**src/rtl/wdog_pkg.sv**
```systemverilog
package wdog_pkg;
  localparam int unsigned BYTE_W  = 8;
  localparam int unsigned HI_BITS = 5;

  // Tick when the low `log2` bits of the free-running prescaler are all ones.
  function automatic logic div_tick(input logic [6:0] pre, input logic slow,
                                    input int unsigned fast_log2, input int unsigned slow_log2);
    logic fast_hit;
    logic slow_hit;
    fast_hit = 1'b1;
    slow_hit = 1'b1;
    for (int i = 0; i < 7; i++) begin
      if (i < fast_log2) fast_hit = fast_hit & pre[i];
      if (i < slow_log2) slow_hit = slow_hit & pre[i];
    end
    return slow ? slow_hit : fast_hit;
  endfunction

  // Control register layout: {select, reserved 0, warm flag, counter high bits}.
  function automatic logic [BYTE_W-1:0] pack_ctrl(input logic sel, input logic warm,
                                                  input logic [HI_BITS-1:0] hi);
    return {sel, 1'b0, warm, hi};
  endfunction
endpackage

```
**src/rtl/wdog_prescale.sv**
```systemverilog
module wdog_prescale #(
  parameter int unsigned FAST_LOG2 = 4,
  parameter int unsigned SLOW_LOG2 = 7
) (
  input  logic clk,
  input  logic rst_n,
  input  logic clr,
  input  logic run,
  input  logic slow,
  output logic tick
);
  localparam int unsigned PRE_W = SLOW_LOG2;

  logic [PRE_W-1:0] pre_q;
  logic [6:0]       pre_ext;

  always_ff @(posedge clk or negedge rst_n) begin
    if (!rst_n)    pre_q <= '0;
    else if (clr)  pre_q <= '0;
    else if (run)  pre_q <= pre_q + 1'b1;
  end

  assign pre_ext = 7'(pre_q);
  assign tick    = run & !clr & wdog_pkg::div_tick(pre_ext, slow, FAST_LOG2, SLOW_LOG2);
endmodule

```
**src/rtl/wdog_downcnt.sv**
```systemverilog
module wdog_downcnt #(
  parameter int unsigned CNT_W = 15
) (
  input  logic             clk,
  input  logic             rst_n,
  input  logic             load,
  input  logic             tick,
  output logic [CNT_W-1:0] count,
  output logic             running,
  output logic             underflow
);
  localparam logic [CNT_W-1:0] TOP = {CNT_W{1'b1}};

  logic at_zero;
  assign at_zero = (count == '0);

  always_ff @(posedge clk or negedge rst_n) begin
    if (!rst_n) begin
      count     <= TOP;
      running   <= 1'b0;
      underflow <= 1'b0;
    end else if (load) begin
      count     <= TOP;
      running   <= 1'b1;
      underflow <= 1'b0;
    end else if (running && tick) begin
      count     <= at_zero ? TOP : count - 1'b1;
      underflow <= at_zero;
    end else begin
      underflow <= 1'b0;
    end
  end
endmodule

```
**src/rtl/wdog_regs.sv**
```systemverilog
module wdog_regs #(
  parameter int unsigned          ADDR_W     = 8,
  parameter logic [ADDR_W-1:0]    CTRL_ADDR  = 'h0F,
  parameter logic [ADDR_W-1:0]    START_ADDR = 'h0E
) (
  input  logic              clk,
  input  logic              por_n,
  input  logic              sys_rst_n,
  input  logic [ADDR_W-1:0] addr,
  input  logic              wr,
  input  logic [7:0]        wdata,
  input  logic [4:0]        cnt_hi,
  output logic [7:0]        rdata,
  output logic              slow_sel,
  output logic              warm,
  output logic              ctrl_wr,
  output logic              start_wr
);
  logic hit_ctrl;
  logic unused_wdata;

  assign hit_ctrl     = (addr == CTRL_ADDR);
  assign ctrl_wr      = wr & hit_ctrl;
  assign start_wr     = wr & (addr == START_ADDR);
  assign unused_wdata = ^wdata[6:0];

  always_ff @(posedge clk or negedge sys_rst_n) begin
    if (!sys_rst_n)   slow_sel <= 1'b0;
    else if (ctrl_wr) slow_sel <= wdata[7];
  end

  always_ff @(posedge clk or negedge por_n) begin
    if (!por_n)       warm <= 1'b0;
    else if (ctrl_wr) warm <= 1'b1;
  end

  assign rdata = hit_ctrl ? wdog_pkg::pack_ctrl(slow_sel, warm, cnt_hi) : 8'h00;
endmodule

```
**src/rtl/wdog_unit.sv**
```systemverilog
module wdog_unit #(
  parameter int unsigned       CNT_W      = 15,
  parameter int unsigned       ADDR_W     = 8,
  parameter logic [ADDR_W-1:0] CTRL_ADDR  = 'h0F,
  parameter logic [ADDR_W-1:0] START_ADDR = 'h0E,
  parameter int unsigned       FAST_LOG2  = 4,
  parameter int unsigned       SLOW_LOG2  = 7
) (
  input  logic              clk,
  input  logic              por_n,
  input  logic              rst_n,
  input  logic [ADDR_W-1:0] bus_addr,
  input  logic              bus_wr,
  input  logic [7:0]        bus_wdata,
  output logic [7:0]        bus_rdata,
  output logic              wdt_timeout
);
  localparam int unsigned HI = wdog_pkg::HI_BITS;

  logic             sys_rst_n;
  logic             start_wr;
  logic             ctrl_wr;
  logic             slow_sel;
  logic             warm_flag;
  logic             pre_tick;
  logic             running;
  logic [CNT_W-1:0] count_q;

  assign sys_rst_n = por_n & rst_n;

  wdog_regs #(
    .ADDR_W(ADDR_W), .CTRL_ADDR(CTRL_ADDR), .START_ADDR(START_ADDR)
  ) u_regs (
    .clk(clk), .por_n(por_n), .sys_rst_n(sys_rst_n),
    .addr(bus_addr), .wr(bus_wr), .wdata(bus_wdata),
    .cnt_hi(count_q[CNT_W-1 -: HI]), .rdata(bus_rdata),
    .slow_sel(slow_sel), .warm(warm_flag), .ctrl_wr(ctrl_wr), .start_wr(start_wr)
  );

  wdog_prescale #(.FAST_LOG2(FAST_LOG2), .SLOW_LOG2(SLOW_LOG2)) u_pre (
    .clk(clk), .rst_n(sys_rst_n), .clr(start_wr), .run(running),
    .slow(slow_sel), .tick(pre_tick)
  );

  wdog_downcnt #(.CNT_W(CNT_W)) u_cnt (
    .clk(clk), .rst_n(sys_rst_n), .load(start_wr), .tick(pre_tick),
    .count(count_q), .running(running), .underflow(wdt_timeout)
  );
endmodule

```
**config.mk**
```make
export PLATFORM = sky130hd
export DESIGN_NAME = wdog_unit
export DESIGN_NICKNAME = d
export VERILOG_FILES = /design/src/rtl/wdog_pkg.sv /design/src/rtl/wdog_prescale.sv /design/src/rtl/wdog_downcnt.sv /design/src/rtl/wdog_regs.sv /design/src/rtl/wdog_unit.sv
export SDC_FILE = /design/constraint.sdc
export NUM_CORES = 1
export LEC_CHECK = 0
export ABC_AREA = 1
export CAP_MARGIN = 20
export CORE_UTILIZATION = 41
export DETAILED_ROUTE_END_ITERATION = 8
export PLACE_DENSITY = 0.63
export SYNTH_ARGS = -nofsm -noshare
export SYNTH_HDL_FRONTEND = slang
export SYNTH_SLANG_ARGS = --single-unit
```
**constraint.sdc**
```tcl
create_clock -name clk -period 3.5 [get_ports clk]
set_clock_uncertainty 0.1 [all_clocks]
set_input_delay 0.7 -clock clk [delete_from_list [all_inputs] [get_ports clk]]
set_output_delay 0.7 -clock clk [all_outputs]
set_load 0.05 [all_outputs]
```
== Word-level counts from Yosys, hierarchy flattened ==
Cells that the tools add are included.

* Bits in registers: 26
* Input bits: 20
* Output and inout bits: 9
* Word-level logic and storage cells: 35

* Add/sub/neg operators: 2
* Eq/ne operators: 2
* Muxes and demuxes: 9
* Bitwise gates (word level): 11
* Reductions and logical operators: 5

{| class="wikitable"
|+ Operators with widths
! operator !! number
|-
| $mux 15 || 3
|-
| $eq 8x4->1 const B || 2
|-
| $logic_not 15->1 || 1
|-
| $sub 15x1->15 const B || 1
|-
| $mux 7 || 2
|-
| $and 1x1->1 || 11
|-
| $mux 8 || 1
|-
| $add 7x1->7 const B || 1
|-
| $reduce_bool 2->1 || 2
|-
| $mux 1 || 3
|-
| $logic_and 1x1->1 || 1
|-
| $logic_not 1->1 || 1
|}

== Logic depth before layout (Yosys ltp) ==
* Word-level depth: 11
* Mapped depth: 10
* Mapped depth without buffers: 9

== Cells and area by module ==
A second synthesis with hierarchy kept.

* Cell total of the unflattened synthesis: 223
* Area total of the unflattened synthesis: 1765.4 um^2

{| class="wikitable"
|+ By module, submodules not included
! module !! instances !! cells each !! area an instance (um^2) !! seq. area each (um^2)
|-
| wdog_downcnt || 1 || 137 || 1099.8 || 444.2
|-
| wdog_prescale || 1 || 45 || 395.4 || 175.2
|-
| wdog_regs || 1 || 39 || 262.8 || 50.0
|-
| wdog_unit || 1 || 2 || 7.5 || 0.0
|}

== Least setup slack after synthesis ==
No wires, ideal clock.

* Path type: input port to output port
* From: in bus_addr[7]
* To: out bus_rdata[0]
* Data arrival time: 1.828 ns
* Required time: 2.700 ns
* Slack: 0.872 ns
* Cell stages on the path: 5
* Buffers on the path: 0
* Path through: nor2_1 -> nand2_1 -> inv_1 -> nand4_2 -> nor2_1

* Cells in the longest elaborated chain, start to end: 2

{| class="wikitable"
|+ RTL lines
! element !! line !! text
|-
| start: declaration || wdog_unit.sv:12 || <nowiki>input logic [ADDR_W-1:0] bus_addr,</nowiki>
|-
| $eq 8x4->1 || wdog_regs.sv:22 || <nowiki>assign hit_ctrl = (addr == CTRL_ADDR);</nowiki>
|-
| $mux 8 || wdog_regs.sv:37 || <nowiki>assign rdata = hit_ctrl ? wdog_pkg::pack_ctrl(slow_sel, warm, cnt_hi) : 8'h00;</nowiki>
|-
| end: declaration || wdog_unit.sv:15 || <nowiki>output logic [7:0] bus_rdata,</nowiki>
|}

No other way between the ends.

== Worst setup path in the final report ==
Same ends and word-level chain as after synthesis.

==> results.toml <==
[outcome]
status = "finished, final reports clean"

[setup_path]
cp_max_fo = 9
worstPathCellList = "clkdlybuf4s50_1 > nor2_1 > nand2_1 > inv_1 > nand4_2 > nor2_1 > buf_12"
crit_path_end_kind = "output port"
critPathRequiredTime_ns = 2.70
worst_path_largest_cell_delay_ns = 0.39
slowest_stage = "sky130_fd_sc_hd__clkdlybuf4s50_1"
critPathTopFamily = "simple AND/OR/NAND/NOR gates"
reg2reg_slack_ns = 1.45
critical_path_buf_inv_count = 3
rr_endpoint = "u_cnt.count[3]"
critical_path.reg2reg.startpoint = "u_pre.pre_ext[0]"
setup.worst_path.class = "in -> out"
worst-endpoint-arrival_ns = 2.16
crit_path_start_kind = "input pin"
worst_path_most_repeated_cell = "sky130_fd_sc_hd__nor2_1"
r2r_cells = 9

[floorplanning]
design.core.area_um2 = 3771
start_util = 0.4386
dieArea_um2 = 4292
die_height_um = 65.52
number_of_top_level_design_ports = 29
num_rows = 22
die_span_in_x_um = 65.52

[cts]
postCtsSetupBuffers = 0
cts-root-buf = "sky130_fd_sc_hd__clkbuf_8"
cts_htree_levels = 1
clkSlewWorstSetupHoldPaths_ns = 0.10
tritoncts_num_sinks = 26
ctsLongestPathBuffers = 2
worst_skew_pair.late_latency_ns = 0.28
post_cts.resized_instances = 0
cts-buffers-inserted = 3
ctsHoldBuffers = 0
tritoncts_clock_tree = "yes"

[finish]
sequential_cell_area_um2 = 669.4
antennaDiodeCount = 0
flow.area_growth_from_synthesis_pct = 22.54
drive_above_1_share = 0.1467
mostFrequentLayoutCell = "sky130_fd_sc_hd__nand2_1"
final_cell_mix = "sky130_fd_sc_hd__nand2_1, sky130_fd_sc_hd__nor2_1, sky130_fd_sc_hd__inv_1, sky130_fd_sc_hd__nand3_1, sky130_fd_sc_hd__dfstp_2"
n_fill_cell = 360
final_util = 0.5375
final_nets = 283
instances_no_fill = 307
multi_input_comb_area_um2 = 835.8

[pwr]
vdd.ir_drop.worst_mv = 0.3223
leakage_power_total_nw = 1.020
powerDensity_nw_per_um2 = 564.1
power_total_mw = 1.143

[route]
average_wire_per_cell_in_the_routed_design_um = 11.80
via_per_instance_ratio = 4.893
route.detailed.drc = 0
postRouteWirelength_mm = 3.623
antenna_violating_nets_left = 0
detailedRoute.firstPassIterationCount = 4
detailroute.via_count = 1502
initialDrtViolationCount = 37

[logic_synthesis]
synth_largest_type_area_fraction = 0.2383
synth.yosys.seq_area_share = 0.4047
synth.yosys.warnings = 0
synth-seq-cells = 26
synthesis.nets = 262
synth_top_area_cell = "sky130_fd_sc_hd__dfstp_2"
netlist-cell-type-count = 28
synth.top_cells.by_area = "sky130_fd_sc_hd__dfstp_2, sky130_fd_sc_hd__nand2_1, sky130_fd_sc_hd__dfrtp_1"
postSynthCellCount = 239
netlist_area_um2 = 1654
mean_syn_cell_area_um2 = 6.921

[place]
dp_hpwl_mm = 2.738
port-buffer-count = 20
finalWeightedCongestion = 0.8421
place_inst = 303
pre_cts_slack_ns = 0.5597

[sta]
final.period_utilization = 0.8465
total_negative_slack_for_setup_checks_ns = 0
relative_slew_slack = 0.5015
setup_viol = 0
max_clock_freq_mhz = 337.5
finalCriticalPeriod_ns = 2.963
worst_slew_pin_slew_ns = 0.7469
rsz0062_at_grt = "false"
setup_slack_ns = 0.5374
timing.final.hold_violations = 0
drv_slew = 0

[min_path]
holdCritPathClass = "reg -> reg"
worstHoldPathCells = 2
whs_endpoint = "u_regs.warm"
min-delay-start = "u_regs.warm"

[grt]
grt_first_pass_wirelength_mm = 6.361
grt.total_usage = 0.1964
grt_max_degree = 27
overflow = 0
antenna_found_initial = 0
grt_pass1_vias = 1407

[job]
max-cap-violations = 0
-- cells by family (layout without fill, tap and decap cells) --
group | after synthesis | after routing | synth area share
adders and majority gates | 3 | 3 | 0.02270
xor gates and xnor gates | 2 | 2 | 0.01059
other | 1 | 1 | 0.002267
AOI/OAI and AO/OA | 13 | 13 | 0.04766
buffers and inverters | 35 | 55 | 0.09001
and+or+nand+nor | 159 | 159 | 0.4221
DFF | 26 | 26 | 0.4047
-- layout make-up --
cell class,count,area share
Tap cell,48,0.02963
Sequential cell,26,0.3302
Clock buffer,3,0.02037
Inverter,30,0.05556
Multi-Input combinational cell,178,0.4123
Clock inverter,1,0.01481
Timing Repair Buffer,21,0.1370
-- worst max path at each step --
| stage | from | endpoint | slack [ns] | cells past startpoint |
|---|---|---|---|---|
| after global placement | bus_addr[7] | bus_rdata[0] | 0.54 | 7 |
| final | bus_addr[7] | bus_rdata[0] | 0.54 | 7 |
| after floorplan | bus_addr[7] | bus_rdata[0] | 0.87 | 5 |
| after CTS | bus_addr[7] | bus_rdata[0] | 0.54 | 7 |
| after detailed placement | bus_addr[7] | bus_rdata[0] | 0.56 | 7 |
| after global routing | bus_addr[5] | bus_rdata[0] | 0.37 | 7 |
-- worst min-delay path: cells and delay by family, from the launching register on --
| family | cells | cell delay, ns |
|---|---|---|
| AOI/OAI and AO/OA | 1 | 0.05 |
| buffers and inverters | 1 | 0.04 |
| DFF | 1 | 0.33 |
-- layer usage --
metal,global-route usage,wire length [um]
met2,0.3247,1630
met1,0.2588,1792
met3,0.04340,164
met4,0.04891,36
met5,0,0
-- synth_stat cells --
library cell               n
sky130_fd_sc_hd__nand2_1  75
sky130_fd_sc_hd__nor2_1   37
sky130_fd_sc_hd__inv_1    29
sky130_fd_sc_hd__nand3_1  29
sky130_fd_sc_hd__dfstp_2  15
sky130_fd_sc_hd__dfrtp_1  11
sky130_fd_sc_hd__o21ai_0   6
sky130_fd_sc_hd__nand4_1   4
sky130_fd_sc_hd__a21oi_1   3
sky130_fd_sc_hd__ha_1      3
sky130_fd_sc_hd__buf_2     2
sky130_fd_sc_hd__buf_4     2
sky130_fd_sc_hd__nand2_2   2
sky130_fd_sc_hd__nand3_2   2
sky130_fd_sc_hd__nand4_2   2
sky130_fd_sc_hd__nor2_2    2
sky130_fd_sc_hd__nor3_1    2
sky130_fd_sc_hd__nor3b_1   2
sky130_fd_sc_hd__xor2_1    2
sky130_fd_sc_hd__a31oi_1   1
sky130_fd_sc_hd__buf_6     1
sky130_fd_sc_hd__conb_1    1
sky130_fd_sc_hd__inv_2     1
sky130_fd_sc_hd__o21ai_1   1
sky130_fd_sc_hd__o21ai_4   1
sky130_fd_sc_hd__o22ai_1   1
sky130_fd_sc_hd__or2_1     1
sky130_fd_sc_hd__or2_2     1
-- power by group --
group	leakage, nW	total (mW)	switching (mW)	internal, mW
logic	0.702	0.363	0.218	0.145
clock network	0.0357	0.257	0.104	0.153
registers	0.282	0.524	0.0894	0.434
total	1.02	1.14	0.411	0.733
-- flip-flops by register name, indices dropped and copies added (netlist names) --
signal	count
u_cnt.count	15
u_pre.pre_ext	7
u_cnt.running	1
u_cnt.underflow	1
u_regs.slow_sel	1
u_regs.warm	1
-- through the flow --
step	cell area, um^2	hold slack, ns
after CTS	2027	0.3702
final	2027	0.3628
after global routing	2027	0.3876
after detailed placement	1956	0.3461
after global placement	1956	0.3440
after floorplan	1654	0.3044
(Power assumes the default switching activity.)
